--- src/rtl/uart_regctl.sv ---
module uart_regctl #(
  parameter int AW    = 6,
  parameter int DW    = 8,
  parameter int DEPTH = 4
) (
  input  logic          clk,
  input  logic          rst_n,
  input  logic [AW-1:0] bus_addr,
  input  logic          bus_wr,
  input  logic          bus_rd,
  input  logic [DW-1:0] bus_wdata,
  output logic [DW-1:0] bus_rdata,
  output logic          irq,
  output logic          tx_valid,
  output logic [DW-1:0] tx_data,
  input  logic          tx_accept,
  input  logic          rx_valid,
  input  logic [DW-1:0] rx_data,
  output logic          rx_ready,
  input  logic          rx_break
);
  localparam int CW = $clog2(DEPTH + 1);
  localparam logic [CW-1:0] FULL_C = CW'(DEPTH);
  localparam logic [AW-1:0] A_MODE = AW'(6'h00);
  localparam logic [AW-1:0] A_STAT = AW'(6'h04);
  localparam logic [AW-1:0] A_CMD  = AW'(6'h08);
  localparam logic [AW-1:0] A_DATA = AW'(6'h0C);
  localparam logic [AW-1:0] A_INT  = AW'(6'h14);

  logic [DW-1:0] mode1_q, mode2_q, imr_q, tbuf_q;
  logic          ptr_q, ptr_n;
  logic          tx_en_q, tx_en_n, rx_en_q, rx_en_n;
  logic          tempty_q, tempty_n, brk_q, brk_n, rx_clr;
  logic [DW-1:0] fifo_q [DEPTH];
  logic [DW-1:0] fifo_n [DEPTH];
  logic [CW-1:0] cnt_q, cnt_n, cnt_mid;

  wire mode_acc = (bus_wr || bus_rd) && bus_addr == A_MODE;
  wire cmd_wr   = bus_wr && bus_addr == A_CMD;
  wire tbuf_wr  = bus_wr && bus_addr == A_DATA;
  wire pop      = bus_rd && bus_addr == A_DATA && cnt_q != '0;
  wire push     = rx_valid && rx_ready;

  wire st_rdy   = cnt_q != '0;
  wire st_full  = cnt_q == FULL_C;
  wire [DW-1:0] status = DW'({tempty_q, tx_en_q, st_full, st_rdy});
  wire          rx_int = mode1_q[6] ? st_full : st_rdy;
  wire [DW-1:0] isr    = DW'({brk_q, rx_int, tx_en_q});

  assign tx_valid = tx_en_q && !tempty_q;
  assign tx_data  = tbuf_q;
  assign rx_ready = rx_en_q && !st_full;
  assign irq      = |(isr & imr_q);

  always_comb begin
    bus_rdata = '0;
    if (bus_rd) begin
      case (bus_addr)
        A_MODE:  bus_rdata = ptr_q ? mode2_q : mode1_q;
        A_STAT:  bus_rdata = status;
        A_DATA:  bus_rdata = st_rdy ? fifo_q[0] : '0;
        A_INT:   bus_rdata = isr;
        default: bus_rdata = '0;
      endcase
    end
  end

  always_comb begin
    ptr_n    = ptr_q;
    tx_en_n  = tx_en_q;
    rx_en_n  = rx_en_q;
    tempty_n = tempty_q;
    brk_n    = brk_q;
    rx_clr   = 1'b0;
    if (tx_valid && tx_accept) tempty_n = 1'b1;
    if (mode_acc) ptr_n = 1'b1;
    if (cmd_wr) begin
      case (bus_wdata[6:4])
        3'd1: ptr_n = 1'b0;
        3'd2: begin rx_en_n = 1'b0; rx_clr = 1'b1; end
        3'd3: begin tx_en_n = 1'b0; tempty_n = 1'b1; end
        3'd5: brk_n = 1'b0;
        default: ;
      endcase
      case (bus_wdata[3:2])
        2'd1: tx_en_n = 1'b1;
        2'd2: tx_en_n = 1'b0;
        default: ;
      endcase
      case (bus_wdata[1:0])
        2'd1: rx_en_n = 1'b1;
        2'd2: rx_en_n = 1'b0;
        default: ;
      endcase
    end
    if (tbuf_wr) tempty_n = 1'b0;
    if (rx_break) brk_n = 1'b1;
  end

  always_comb begin
    for (int i = 0; i < DEPTH; i++) fifo_n[i] = fifo_q[i];
    cnt_mid = cnt_q;
    if (pop) begin
      for (int i = 0; i < DEPTH - 1; i++) fifo_n[i] = fifo_q[i + 1];
      cnt_mid = cnt_q - 1'b1;
    end
    cnt_n = cnt_mid;
    if (rx_break) begin
      if (cnt_mid == FULL_C) fifo_n[DEPTH-1] = '0;
      else begin
        for (int i = 0; i < DEPTH; i++)
          if (CW'(i) == cnt_mid) fifo_n[i] = '0;
        cnt_n = cnt_mid + 1'b1;
      end
    end else if (push) begin
      for (int i = 0; i < DEPTH; i++)
        if (CW'(i) == cnt_mid) fifo_n[i] = rx_data;
      cnt_n = cnt_mid + 1'b1;
    end
    if (rx_clr) cnt_n = '0;
  end

  always_ff @(posedge clk) begin
    if (!rst_n) begin
      mode1_q  <= '0;
      mode2_q  <= '0;
      imr_q    <= '0;
      tbuf_q   <= '0;
      ptr_q    <= 1'b0;
      tx_en_q  <= 1'b0;
      rx_en_q  <= 1'b0;
      tempty_q <= 1'b1;
      brk_q    <= 1'b0;
      cnt_q    <= '0;
      for (int i = 0; i < DEPTH; i++) fifo_q[i] <= '0;
    end else begin
      if (bus_wr && bus_addr == A_MODE) begin
        if (ptr_q) mode2_q <= bus_wdata;
        else       mode1_q <= bus_wdata;
      end
      if (bus_wr && bus_addr == A_INT) imr_q <= bus_wdata;
      if (tbuf_wr) tbuf_q <= bus_wdata;
      ptr_q    <= ptr_n;
      tx_en_q  <= tx_en_n;
      rx_en_q  <= rx_en_n;
      tempty_q <= tempty_n;
      brk_q    <= brk_n;
      cnt_q    <= cnt_n;
      for (int i = 0; i < DEPTH; i++) fifo_q[i] <= fifo_n[i];
    end
  end
endmodule

--- config.mk ---
export PLATFORM = sky130hd
export DESIGN_NAME = uart_regctl
export DESIGN_NICKNAME = d
export VERILOG_FILES = /design/src/rtl/uart_regctl.sv
export SDC_FILE = /design/constraint.sdc
export NUM_CORES = 1
export LEC_CHECK = 0
export ABC_CLOCK_PERIOD_IN_PS = 6200
export BUFFER_PORTS_ARGS = -buffer_cell sky130_fd_sc_hd__buf_2
export CORE_MARGIN = 2
export CORE_UTILIZATION = 64
export CTS_BUF_LIST = sky130_fd_sc_hd__clkbuf_2
export CTS_CLUSTER_DIAMETER = 40
export DETAILED_ROUTE_END_ITERATION = 16
export PLACE_DENSITY = 0.91
export SYNTH_ARGS = -nofsm -noshare
export SYNTH_HDL_FRONTEND = slang
export SYNTH_SLANG_ARGS = --single-unit
--- constraint.sdc ---
create_clock -name clk -period 6.2 [get_ports clk]
set_input_delay 0.31 -clock clk [delete_from_list [all_inputs] [get_ports clk]]
set_output_delay 0.31 -clock clk [all_outputs]
set_load 0.02 [all_outputs]
==> run summary <==
outcome = completed
CP Capture Type = flip-flop
Crit path required time = 6.59 ns
yosys warns = 0
Tot Pwr = 0.000849 W
FF+latch count, synth = 67
critical path class = flip-flop to flip-flop
Diodes inserted = 0
Post-synth EDFFs = 0
Worst Skew = 0.0221 ns
post-CTS sizing = 0
CP Data Arrival Time = 3.61 ns
GRT overflow = 0
CTS buffer count = 9
reg2reg path depth = 7
Unique masters post-synth = 52
nets = 462
Rel. slew slack = 0.366
Mean Syn Cell Area = 8.85 µm²
final setup violation count = 0
ys flop type = dfxtp_1
CP max-delay cell = o31ai_1
Worst Setup SP = cnt_q[0]
DIE HEIGHT = 78 µm
most frequent cells in the layout = dfxtp_1, nor2_1, buf_2, nand2_1, mux2i_1
filler cell count = 393
Seq/Total Area, Yosys = 0.383
Pwr Density = 220 nW/µm²
Hold Buf Count CTS = 0
io pins = 48
vias per cell = 5.95
most common cell after layout, fill and taps aside = dfxtp_1
Die Span X = 78 µm
post-route ant nets = 0
site row count = 26
Area growth syn-to-layout = 10.1%
final count of pins violating max slew = 0
r2r setup slk = 2.98 ns
Root Driver = clkbuf_2
Final min period = 3.22 ns
RePlAce Congestion = 0.840
FMAX = 310 MHz
clk slew on worst S/H paths = 0.19 ns
Async SR Flop Fraction = 0
Max Root-Sink Buffers = 2
Worst Path Buf+Inv = 1
peak supply drop = 204 µV
largest net degree at the start of global routing = 46
number of H-tree levels = 3
RSZ-0062 raised after global routing = false
critical path endpoint = fifo_q[1][0]
Final TNS setup = 0 ns
share of layout cells above drive strength 1 = 0.202
part of the cycle the worst path needs = 0.520
Max FO, Critical Path = 30
reg2reg end = fifo_q[1][0]
Post-Route WL = 7940 µm
DRC = 0
worst-path cell chain = inv_1 > ha_1 > nor2b_1 > or4b_4 > mux2i_4 > o31ai_1 > a311oi_1
detail-routed net length per standard cell = 15.7 µm
DRT iter0 DRCs = 252
detailed-route via count = 3,003
Leak = 1.56 nW
Synth Cell Area = 3500 µm²
Worst Hold Launch = rx_data[4]
CTS sink count = 67
initial antenna violation count = 0
Worst-Margin Slew = 0.943 ns
max-cap violation count = 0
Clock Latency Late Sink = 0.53 ns
die area = 6080 µm²
delay-heaviest family, CP = simple AND/OR/NAND/NOR gates
IO buf count = 47
Initial Utilization = 0.673
syn_nets = 428
vias in the first global route = 2,915
reg-to-reg startpoint = cnt_q[0]
startpoint types = flip-flop
Placeable Area = 5200 µm²
dpl hpwl = 5670 µm
CP max stage delay = 0.83 ns
Post-CTS Setup Inserts = 0
worst hold-check path type = primary input to flip-flop
cells after synthesis = 396
GRT Total Usage = 0.277
global-route wire length before repair = 13,400 µm
CTS tree = done
1st-pass router iterations = 5
WP depth = 7
final hold viol count = 0
sequential cells by signal, summed over array words and instances, names as in the netlist:
signal    flops
mode1_q       8
mode2_q       8
ptr_q         1
tempty_q      1
brk_q         1
fifo_q       32
tx_en_q       1
tx_data       8
imr_q         3
rx_en_q       1
cnt_q         3
Yosys cell counts (all sizes together) (2+ instances only):
library cell	count	area (µm²)
and3	2	12.5
nand3	20	100
nand3b	3	35.0
a311oi	16	140
clkbuf	18	67.6
mux2	8	90.1
nor4	2	12.5
ha	3	37.5
o41ai	2	17.5
o21ai	9	45.0
and2	3	18.8
a21oi	14	81.3
nand2	46	173
xnor2	2	36.3
buf	8	81.3
nand4	3	25.0
nor2	48	180
a211oi	9	67.6
nor2b	30	188
dfxtp	67	1340
or2	2	12.5
or3	3	18.8
nor3	4	25.0
inv	10	37.5
mux2i	43	472
a22oi	5	37.5
a222oi	4	40.0
through the flow:
step           instances  utilization  hold WS [ns]  area (µm²)  setup slack [ns]
6_report             505        0.742        0.0329        3860              2.98
5_1_grt              505        0.742        0.0108        3860              2.75
4_1_cts              505        0.742        0.0244        3860              2.98
3_5_place_dp         489        0.711         0.449        3700              3.01
3_3_place_gp         489        0.711         0.444        3700              3.19
2_1_floorplan        396            -         0.420        3500              3.42
layout make-up:
type | count | area (µm²) | share of cell area
sequential | 67 | 1340 | 0.347
tap | 70 | 87.6 | 0.0227
clock inverter | 7 | 116 | 0.0301
multi-input combinational | 293 | 1980 | 0.513
timing repair buffer | 49 | 250 | 0.0648
clock buffer | 9 | 45.0 | 0.0117
inverter | 10 | 37.5 | 0.00972
power by group:
part / internal [W] / switching, W / total, W
Sequential: 0.000434 / 0.00000282 / 0.000437
Combinational: 0.0000278 / 0.0000484 / 0.0000762
Clock: 0.000173 / 0.000163 / 0.000336
Total: 0.000635 / 0.000215 / 0.000849
worst register-to-register path: cells and delay by family (launching register included):
kind	cells	cell delay (ns)
and+or+nand+nor	2	0.97
muxes	1	0.32
DFF	1	0.42
AOI/OAI and AO/OA	2	0.93
adders and majority gates	1	0.30
buffers and inverters	1	0.15
cells by family (layout without fill, tap and decap cells):
kind of cell    count (synthesis)  after routing  share of synthesized area
simple gates                  171            171                      0.246
flops                          67             67                      0.383
compound gates                 66             66                      0.137
mux                            51             51                      0.160
buf+inv                        36             75                     0.0532
fa+ha+maj                       3              3                     0.0107
xor+xnor                        2              2                     0.0104
metal layers:
layer  track usage  share of wire  vias up
met5             0              0        -
met2         0.481           0.50      126
met1         0.325           0.41     1389
met4        0.0965          0.023        0
li1              -              -     1469
met3        0.0814          0.070       19
how the worst min path moves through the flow:
stage,endpoint,cells after the start
floorplan,rx_en_q,1
global placement,fifo_q[3][2],2
detailed placement,fifo_q[3][7],2
CTS,fifo_q[3][4],3
global route,fifo_q[3][5],3
finish,fifo_q[3][4],3
(Power assumes the default switching activity.)
